File: src/rtl/mosi_pkg.sv
package mosi_pkg;

  typedef enum logic [1:0] {
    ST_I = 2'd0,
    ST_S = 2'd1,
    ST_O = 2'd2,
    ST_M = 2'd3
  } line_st_e;

  typedef enum logic [2:0] {
    BC_NONE = 3'd0,
    BC_RD   = 3'd1,
    BC_RDX  = 3'd2,
    BC_UPG  = 3'd3,
    BC_WB   = 3'd4
  } bus_cmd_e;

  localparam logic [1:0] LOP_RD    = 2'd0;
  localparam logic [1:0] LOP_WR    = 2'd1;
  localparam logic [1:0] LOP_EVICT = 2'd2;

  localparam logic [1:0] SOP_RD  = 2'd0;
  localparam logic [1:0] SOP_RDX = 2'd1;
  localparam logic [1:0] SOP_UPG = 2'd2;

  // dirty owner: this copy must reach memory or another cache before it is dropped
  function automatic logic f_is_owner(line_st_e st);
    return (st == ST_M) || (st == ST_O);
  endfunction

  function automatic bus_cmd_e f_lcl_cmd(line_st_e st, logic [1:0] op);
    bus_cmd_e c;
    c = BC_NONE;
    case (op)
      LOP_RD:    if (st == ST_I) c = BC_RD;
      LOP_WR: begin
        if (st == ST_I) c = BC_RDX;
        else if (st == ST_S || st == ST_O) c = BC_UPG;
      end
      LOP_EVICT: if (f_is_owner(st)) c = BC_WB;
      default:   c = BC_NONE;
    endcase
    return c;
  endfunction

  function automatic line_st_e f_lcl_next(line_st_e st, logic [1:0] op);
    line_st_e n;
    n = st;
    case (op)
      LOP_RD:    if (st == ST_I) n = ST_S;
      LOP_WR:    n = ST_M;
      LOP_EVICT: n = ST_I;
      default:   n = st;
    endcase
    return n;
  endfunction

  function automatic line_st_e f_snp_next(line_st_e st, logic [1:0] op);
    line_st_e n;
    n = st;
    case (op)
      SOP_RD:  if (st == ST_M) n = ST_O;
      SOP_RDX: n = ST_I;
      SOP_UPG: n = ST_I;
      default: n = st;
    endcase
    return n;
  endfunction

  function automatic logic f_snp_supply(line_st_e st, logic [1:0] op);
    return ((op == SOP_RD) || (op == SOP_RDX)) && f_is_owner(st);
  endfunction

endpackage

File: src/rtl/mosi_state_store.sv
module mosi_state_store
  import mosi_pkg::*;
#(
  parameter int LINES = 8,
  parameter int IDX_W = $clog2(LINES)
) (
  input  logic                  clk,
  input  logic                  rst_n,
  input  logic                  snp_we,
  input  logic [IDX_W-1:0]      snp_idx,
  input  line_st_e              snp_nxt,
  input  logic                  lcl_we,
  input  logic [IDX_W-1:0]      lcl_idx,
  input  line_st_e              lcl_nxt,
  output logic [LINES-1:0][1:0] st_vec
);

  for (genvar g = 0; g < LINES; g++) begin : g_line
    logic hit_snp;
    logic hit_lcl;
    assign hit_snp = snp_we && (snp_idx == IDX_W'(g));
    assign hit_lcl = lcl_we && (lcl_idx == IDX_W'(g));

    always_ff @(posedge clk or negedge rst_n) begin
      if (!rst_n)       st_vec[g] <= ST_I;
      else if (hit_snp) st_vec[g] <= snp_nxt;
      else if (hit_lcl) st_vec[g] <= lcl_nxt;
    end
  end

  AST_NO_DUAL_WRITE: assert property (@(posedge clk) disable iff (!rst_n)
    !(snp_we && lcl_we && (snp_idx == lcl_idx)));

endmodule

File: src/rtl/mosi_local_fsm.sv
module mosi_local_fsm
  import mosi_pkg::*;
(
  input  logic       clk,
  input  logic       rst_n,
  input  logic       en,
  input  line_st_e   st,
  input  logic [1:0] op,
  output bus_cmd_e   cmd,
  output line_st_e   nxt,
  output logic       we,
  output logic       hit
);

  logic is_access;
  assign is_access = (op == LOP_RD) || (op == LOP_WR);

  always_comb begin
    cmd = BC_NONE;
    nxt = st;
    we  = 1'b0;
    hit = 1'b0;
    if (en) begin
      cmd = f_lcl_cmd(st, op);
      nxt = f_lcl_next(st, op);
      we  = 1'b1;
      hit = is_access && (cmd == BC_NONE);
    end
  end

  AST_FILL_ONLY_ON_MISS: assert property (@(posedge clk) disable iff (!rst_n)
    (cmd == BC_RD || cmd == BC_RDX) |-> (st == ST_I));

  AST_WB_ONLY_DIRTY: assert property (@(posedge clk) disable iff (!rst_n)
    (cmd == BC_WB) |-> (st == ST_M || st == ST_O));

endmodule

File: src/rtl/mosi_snoop_resp.sv
module mosi_snoop_resp
  import mosi_pkg::*;
(
  input  logic       clk,
  input  logic       rst_n,
  input  logic       valid,
  input  line_st_e   st,
  input  logic [1:0] op,
  output line_st_e   nxt,
  output logic       we,
  output logic       supply,
  output logic       inhibit
);

  logic dirty;
  logic wants_data;
  assign dirty      = (st == ST_M) || (st == ST_O);
  assign wants_data = (op != SOP_UPG) && (op != 2'd3);

  always_comb begin
    nxt    = st;
    we     = 1'b0;
    supply = 1'b0;
    if (valid) begin
      nxt    = f_snp_next(st, op);
      we     = 1'b1;
      supply = f_snp_supply(st, op);
    end
  end

  // memory is held back whenever a dirty copy here will answer
  assign inhibit = valid && dirty && wants_data;

  AST_UPG_NEVER_SUPPLIES: assert property (@(posedge clk) disable iff (!rst_n)
    (valid && op == SOP_UPG) |-> !supply);

  AST_CLEAN_NEVER_SUPPLIES: assert property (@(posedge clk) disable iff (!rst_n)
    (st == ST_S || st == ST_I) |-> !supply);

endmodule

File: src/rtl/mosi_line_ctrl.sv
module mosi_line_ctrl
  import mosi_pkg::*;
#(
  parameter int LINES = 8,
  parameter int IDX_W = $clog2(LINES)
) (
  input  logic             clk,
  input  logic             rst_n,
  input  logic             req_valid,
  input  logic [1:0]       req_op,
  input  logic [IDX_W-1:0] req_idx,
  input  logic             snp_valid,
  input  logic [1:0]       snp_op,
  input  logic [IDX_W-1:0] snp_idx,
  output logic [1:0]       lcl_state,
  output logic             lcl_hit,
  output logic             lcl_stall,
  output logic [2:0]       bus_cmd,
  output logic [IDX_W-1:0] bus_idx,
  output logic             snp_supply,
  output logic             mem_inhibit
);

  logic [LINES-1:0][1:0] st_vec;
  line_st_e rd_st;
  line_st_e sn_st;
  logic     collide;
  logic     lcl_en;

  bus_cmd_e lcl_cmd;
  line_st_e lcl_nxt;
  logic     lcl_we;
  line_st_e snp_nxt;
  logic     snp_we;

  assign rd_st   = line_st_e'(st_vec[req_idx]);
  assign sn_st   = line_st_e'(st_vec[snp_idx]);
  assign collide = req_valid && snp_valid && (req_idx == snp_idx);
  assign lcl_en  = req_valid && !collide;

  mosi_local_fsm u_lcl (
    .clk   (clk),
    .rst_n (rst_n),
    .en    (lcl_en),
    .st    (rd_st),
    .op    (req_op),
    .cmd   (lcl_cmd),
    .nxt   (lcl_nxt),
    .we    (lcl_we),
    .hit   (lcl_hit)
  );

  mosi_snoop_resp u_snp (
    .clk     (clk),
    .rst_n   (rst_n),
    .valid   (snp_valid),
    .st      (sn_st),
    .op      (snp_op),
    .nxt     (snp_nxt),
    .we      (snp_we),
    .supply  (snp_supply),
    .inhibit (mem_inhibit)
  );

  mosi_state_store #(.LINES(LINES), .IDX_W(IDX_W)) u_store (
    .clk     (clk),
    .rst_n   (rst_n),
    .snp_we  (snp_we),
    .snp_idx (snp_idx),
    .snp_nxt (snp_nxt),
    .lcl_we  (lcl_we),
    .lcl_idx (req_idx),
    .lcl_nxt (lcl_nxt),
    .st_vec  (st_vec)
  );

  assign lcl_state = rd_st;
  assign lcl_stall = collide;
  assign bus_cmd   = lcl_cmd;
  assign bus_idx   = req_idx;

  AST_INHIBIT_TRACKS_SUPPLY: assert property (@(posedge clk) disable iff (!rst_n)
    mem_inhibit == snp_supply);

  AST_STALL_QUIET: assert property (@(posedge clk) disable iff (!rst_n)
    lcl_stall |-> (bus_cmd == BC_NONE && !lcl_hit));

  AST_MOD_READ_OWNS: assert property (@(posedge clk) disable iff (!rst_n)
    (snp_valid && snp_op == SOP_RD && sn_st == ST_M) |=> (st_vec[$past(snp_idx)] == ST_O));

  AST_WB_CLEARS: assert property (@(posedge clk) disable iff (!rst_n)
    (bus_cmd == BC_WB) |=> (st_vec[$past(bus_idx)] == ST_I));

  AST_UPG_FROM_SHARER: assert property (@(posedge clk) disable iff (!rst_n)
    (bus_cmd == BC_UPG) |-> (rd_st == ST_S || rd_st == ST_O));

  AST_OWN_GAINS_M: assert property (@(posedge clk) disable iff (!rst_n)
    (bus_cmd == BC_RDX || bus_cmd == BC_UPG) |=> (st_vec[$past(bus_idx)] == ST_M));

endmodule

File: config.mk
export PLATFORM = sky130hd
export DESIGN_NAME = mosi_line_ctrl
export DESIGN_NICKNAME = d
export VERILOG_FILES = /design/src/rtl/mosi_pkg.sv /design/src/rtl/mosi_state_store.sv /design/src/rtl/mosi_local_fsm.sv /design/src/rtl/mosi_snoop_resp.sv /design/src/rtl/mosi_line_ctrl.sv
export SDC_FILE = /design/constraint.sdc
export NUM_CORES = 1
export LEC_CHECK = 0
export CORE_ASPECT_RATIO = 1.75
export CORE_UTILIZATION = 50
export CTS_CLUSTER_DIAMETER = 50
export DETAILED_ROUTE_END_ITERATION = 10
export GPL_ROUTABILITY_DRIVEN = 0
export MAX_ROUTING_LAYER = met4
export PLACE_DENSITY = 0.78
export SLEW_MARGIN = 25
export SYNTH_ARGS = -nofsm -noshare
export SYNTH_HDL_FRONTEND = slang
export SYNTH_SLANG_ARGS = --single-unit
File: constraint.sdc
create_clock -name clk -period 5.85 [get_ports clk]
set_input_delay 0.8775 -clock clk [delete_from_list [all_inputs] [get_ports clk]]
set_output_delay 0.8775 -clock clk [all_outputs]
set_load 0.02 [all_outputs]
-- Word-level counts from Yosys, hierarchy flattened
Index checks and enable logic that the tools add are counted.
- register bits after elaboration: 16
- input bits: 14
- word-level logic and storage cells: 118
- order comparisons: 2
- eq/ne operators: 26
- mux-type cells: 37
- reductions and logical operators: 45
- operators with widths (operator ; number):
    two-way mux 2 bit ; 23
    == test 3 bit, second input constant ; 8
    logical AND 1 bit ; 24
    nonzero test 2 bit ; 8
    binary-select mux 2 bit (select 3 bit) ; 2
    == test 2 bit, second input constant ; 6
    == test 3 x 2 -> 1 bit, second input constant ; 4
    two-way mux 3 bit ; 4
    zero test 3 bit ; 3
    one-hot mux 3 bit (3 select lines) ; 1
    < comparator 3 x 4 -> 1 bit, second input constant ; 2
    == test 2 x 1 -> 1 bit, second input constant ; 3
    == test 3 x 1 -> 1 bit, second input constant ; 2
    zero test 2 bit ; 3
    one-hot mux 2 bit (3 select lines) ; 1
    logical OR 1 bit ; 5
    two-way mux 1 bit ; 5
    != test 2 bit, second input constant ; 2
    one-hot mux 2 bit (2 select lines) ; 1
    == test 3 bit ; 1
    OR reduction 2 bit ; 1
    zero test 1 bit ; 1

-- Longest topological paths before layout
- word-level depth: 11
- gate-level depth with buffers: 9

-- Modules after synthesis
From an unflattened synthesis, not the netlist that was laid out.
- cells, all modules: 142
- area, all modules: 1481.4 µm²
- by module, submodules not included (module ; times used ; cells an instance ; area an instance (µm²) ; seq. area each (µm²)):
    mosi_state_store ; 1 ; 84 ; 900.9 ; 400.4
    mosi_line_ctrl ; 1 ; 24 ; 346.6 ; 0.0
    mosi_local_fsm ; 1 ; 24 ; 178.9 ; 0.0
    mosi_snoop_resp ; 1 ; 10 ; 55.1 ; 0.0

-- Worst setup path after synthesis
No wires, ideal clock.
- path kind: input-to-output
- start: in req_idx[0]
- end: out bus_cmd[1]
- arrival: 2809 ps
- data required time: 4973 ps
- path slack: 2164 ps
- stages: 6
- buffers on the path: 1
- cell sequence: buf_4 -> mux4_2 -> mux2i_4 -> inv_1 -> ha_1 -> nor3b_1
- longest elaborated chain between the ends: 9
- elaborated cells on any way between the ends: 15
- classes of those cells: eq/ne: 3; mux: 7; reduce/logical: 5
- RTL lines (what ; line ; text):
    start, declared ; mosi_line_ctrl.sv:11 ; input logic [IDX_W-1:0] req_idx,
    binary-select mux 2 bit (select 3 bit) (*) ; mosi_line_ctrl.sv:36 ; assign rd_st = line_st_e'(st_vec[req_idx]);
    two-way mux 2 bit (implied by the code) (*) ; mosi_line_ctrl.sv:36 ;
    via lcl_state[0] ; mosi_line_ctrl.sv:15 ; output logic [1:0] lcl_state,
    == test 2 x 1 -> 1 bit / == test 2 bit (equally long branches) ; mosi_pkg.sv:38 ; else if (st == ST_S || st == ST_O) c = BC_UPG;
    logical OR 1 bit ; mosi_pkg.sv:38 ;
    two-way mux 2 bit ; mosi_pkg.sv:38 ;
    two-way mux 3 bit (*) ; mosi_pkg.sv:37 ; if (st == ST_I) c = BC_RDX;
    one-hot mux 3 bit (3 select lines) (*) ; mosi_pkg.sv:34 ; case (op)
    two-way mux 3 bit (*) (2 in series) ; mosi_local_fsm.sv:23 ; if (en) begin
    end, declared ; mosi_line_ctrl.sv:18 ; output logic [2:0] bus_cmd,
The timed path passes the listed nets; every way through them passes the cells marked *. The select of a mux whose other input is x is not followed.

-- Worst setup path after layout
- start: in req_idx[0]
- end: out bus_cmd[1]
- longest elaborated chain between the ends: 9
- elaborated cells on any way between the ends: 15
- classes of those cells: eq/ne: 3; mux: 7; reduce/logical: 5
- RTL lines (what ; line):
    binary-select mux 2 bit (select 3 bit) ; mosi_line_ctrl.sv:36
    two-way mux 2 bit (implied by the code) ; mosi_line_ctrl.sv:36
    == test 2 x 1 -> 1 bit / == test 2 bit (equally long branches) ; mosi_pkg.sv:38
    logical OR 1 bit ; mosi_pkg.sv:38
    two-way mux 2 bit ; mosi_pkg.sv:38
    two-way mux 3 bit ; mosi_pkg.sv:37
    one-hot mux 3 bit (3 select lines) ; mosi_pkg.sv:34
    two-way mux 3 bit ; mosi_local_fsm.sv:23
    two-way mux 3 bit (*) ; mosi_local_fsm.sv:23
Every way passes the cells marked *; elsewhere a longest branch is shown, timed or not. The select of a mux whose other input is x is not followed.

==> impl_results.md <==
* Status: finished, final reports clean
* Number of flip-flops in the largest register at 16
* Leading registers by flop count: u_store.st_vec x16
* NetSw at 0.000209 W
* Largest net degree at the start of global routing at 17
* CP peak stage delay at 800 ps
* Critical path endpoint category: output port
* GR met1 Demand/Resource at 30.1%
* Die X at 44.9 µm
* Core Box Area at 0.00299 mm²
* Final WL at 4.29 mm
* CP Data Arrival Time at 3770 ps
* GRT Residual Overflow at 0
* Most common cell in the netlist: dfrtp_1
* Peak VDD IR at 0.189 mV
* Worst slew pin tran at 770 ps
* Clk_skew at 1.37 ps
* Switching share of total power at 39.8%
* CTS sink cnt at 16
* DIE AREA at 0.00346 mm²
* Final Setup Violations at 0
* Layer with the highest usage: met2
* Logic pwr share at 49.3%
* Crit-path cells: clkdlybuf4s50_1, mux4_2, mux2i_4, inv_1, ha_1, nor3b_1, clkdlybuf4s50_1
* Vias in the first global route at 1513
* Post-DP HPWL at 3.32 mm
* Internal Dissipation at 0.000315 W
* CTS Hold Bufs at 0
* Synthesized flop and latch total at 16
* # port buffers at 25
* Final antenna-violating net count at 0
* Clk_lat worst skew at 250 ps
* Vias at 1446
* Synth Net Count at 184
* First-pass GRT wire length at 7.01 mm
* Slew headroom at 48.5%
* Cell row count at 26
* Reg area at 400 µm²
* Syn. warnings at 0
* Clock share of power at 15.7%
* Worst-path maximum fanout at 11
* Initial core utilization at 53.7%
* FF-to-FF setup slack at 3390 ps
* Iteration-0 DRC count of the detailed router at 60
* Final-report hold violation count at 0
* GRT met2 Usage at 45.3%
* Post-synthesis cell type count at 54
* CTS Root Cell: clkbuf_8
* Leakage at 0.676 nW
* H-Tree Depth at 1
* Final #Nets at 201
* Number of flops mapped to enable cells by yosys at 0
* Mean post-synth cell area at 9.69 µm²
* Max-cap viol count at 0
* Top FF cell, synth: dfrtp_1
* RSZ-0062 raised after global routing: false
* Clock slew at reported path FFs at 60 ps
* Critical path type: primary input to output port
* Pwr per Cell Area at 284 mW/mm²
* Clock buffer depth at 2
* CP startpoint kind: primary input
* DR DRC count at 0
* Antenna cells at 0
* Critical-path top delay cell: clkdlybuf4s50_1
* Synth top cells by count: dfrtp_1, nand2_1, nor2_1, nor3_1, a21oi_1
* Layout cell share with drive strength beyond 1 at 14.4%
* TNS Setup at 0 ps
* Detailed Routing Iterations Pass 1 at 4
* Class of the worst hold path: register to register
* Ranking of synthesized cells by area: dfrtp_1, mux4_2, nor3_1
* Critical path data required time at 4970 ps
* Final Cycle Share at 79.5%
* Sequential area share after synthesis at 24.9%
* # IOs at 26
* Max Fclk at 215 MHz
* Post-Syn Instances at 166
* Initial antenna violation count at 0
* Post-CTS resize count at 0
* Cell mode on critical path: clkdlybuf4s50_1
* Post-CTS Setup Bufs at 0
* CTS tree: done
* Yosys top cell area share at 24.9%
* WL/cell at 19.2 µm
* Fillers at 276
* Multi-input logic area at 0.00107 mm²
* P&R area growth vs syn at 14.6%
* Syn Std Cell Area at 0.00161 mm²
* Reg power frac at 35.0%
* Largest register by flop count: u_store.st_vec
* Ys async rst share at 100%
* Largest area contributor in the netlist: dfrtp_1
* Finished Cell Area at 0.00184 mm²
* DP Area at 0.00180 mm²
* Pins Over Slew Limit at 0
* Vias per cell at 6.48
* CTS buffer count at 3
* Tmin final at 4650 ps
* Met3 GRT Util at 4.71%
* Die Y at 77.0 µm
* GR Util All Layers at 28.4%
==> worst paths after layout <==
check	startpoint	endpoint	cells after the start
worst min register to register	u_store.st_vec[10]$_DFFE_PN0P_	u_store.st_vec[10]$_DFFE_PN0P_	1
worst max register to register	u_store.st_vec[6]$_DFFE_PN0P_	u_store.st_vec[2]$_DFFE_PN0P_	7
worst max-delay path	req_idx[0]	bus_cmd[1]	7
min in group asynchronous	rst_n	u_store.st_vec[9]$_DFFE_PN0P_	1
worst min-delay path	u_store.st_vec[10]$_DFFE_PN0P_	u_store.st_vec[10]$_DFFE_PN0P_	1
max in group asynchronous	rst_n	u_store.st_vec[1]$_DFFE_PN0P_	1
==> through the flow <==
stage | power, W | util, % | setup slack, ps | hold slack (ps) | std cells
after global routing | 0.000551 | 61.5 | 1050 | 553 | 223
after global placement | 0.000426 | 60.2 | 1270 | 532 | 220
after floorplan | 0.000357 | - | 2160 | 466 | 166
after CTS | 0.000520 | 61.5 | 1150 | 545 | 223
final | 0.000524 | 61.5 | 1200 | 547 | 223
after detailed placement | 0.000436 | 60.2 | 1170 | 526 | 220
==> critical path, delay by kind of cell <==
kind,cells,cell delay [ps]
buf+inv,3,1560
mux,2,890
fa+ha+maj,1,250
simple gates,1,190
==> final cells by class <==
cell class | count | share of cell area, %
multi-input cells | 130 | 58.2
flip-flops and latches | 16 | 21.7
repair buffers | 25 | 13.6
well taps | 42 | 2.85
clock buffers | 3 | 2.24
inverters | 7 | 1.43
==> cell usage in the layout, fill, tap and decap left out, drive strengths merged, types with 7 or more instances in the layout <==
cell           count
mux4               7
inv                7
a21oi              9
clkdlybuf4s50     25
dfrtp             16
o21ai              7
nor3              12
nand2             14
nor2              12
==> metal layers <==
metal	vias to the layer above	share of wire, %
met5	-	0
met1	668	35
met4	0	7.3
met2	93	51
met3	31	6.9
li1	654	-
==> cells by family (layout without fill, tap and decap cells) <==
kind of cell / count (synthesis) / in the layout / synth area share (%)
AND/OR/NAND/NOR: 66 / 66 / 22.3
AO/OA/AOI/OAI: 41 / 41 / 20.2
buffers and inverters: 20 / 35 / 8.48
flip-flops: 16 / 16 / 24.9
multiplexers: 13 / 13 / 15.4
XOR/XNOR: 6 / 6 / 5.60
adder cells (fa/ha/maj): 4 / 4 / 3.11
==> power by group through the flow <==
stage	combinational (W)	clock (W)	sequential, W
floorplan	0.000192	0	0.000165
global placement	0.000247	0	0.000180
detailed placement	0.000256	0	0.000181
CTS	0.000258	0.0000824	0.000179
global route	0.000277	0.0000905	0.000184
finish	0.000258	0.0000824	0.000183
Power figures use the tool's default switching activity.
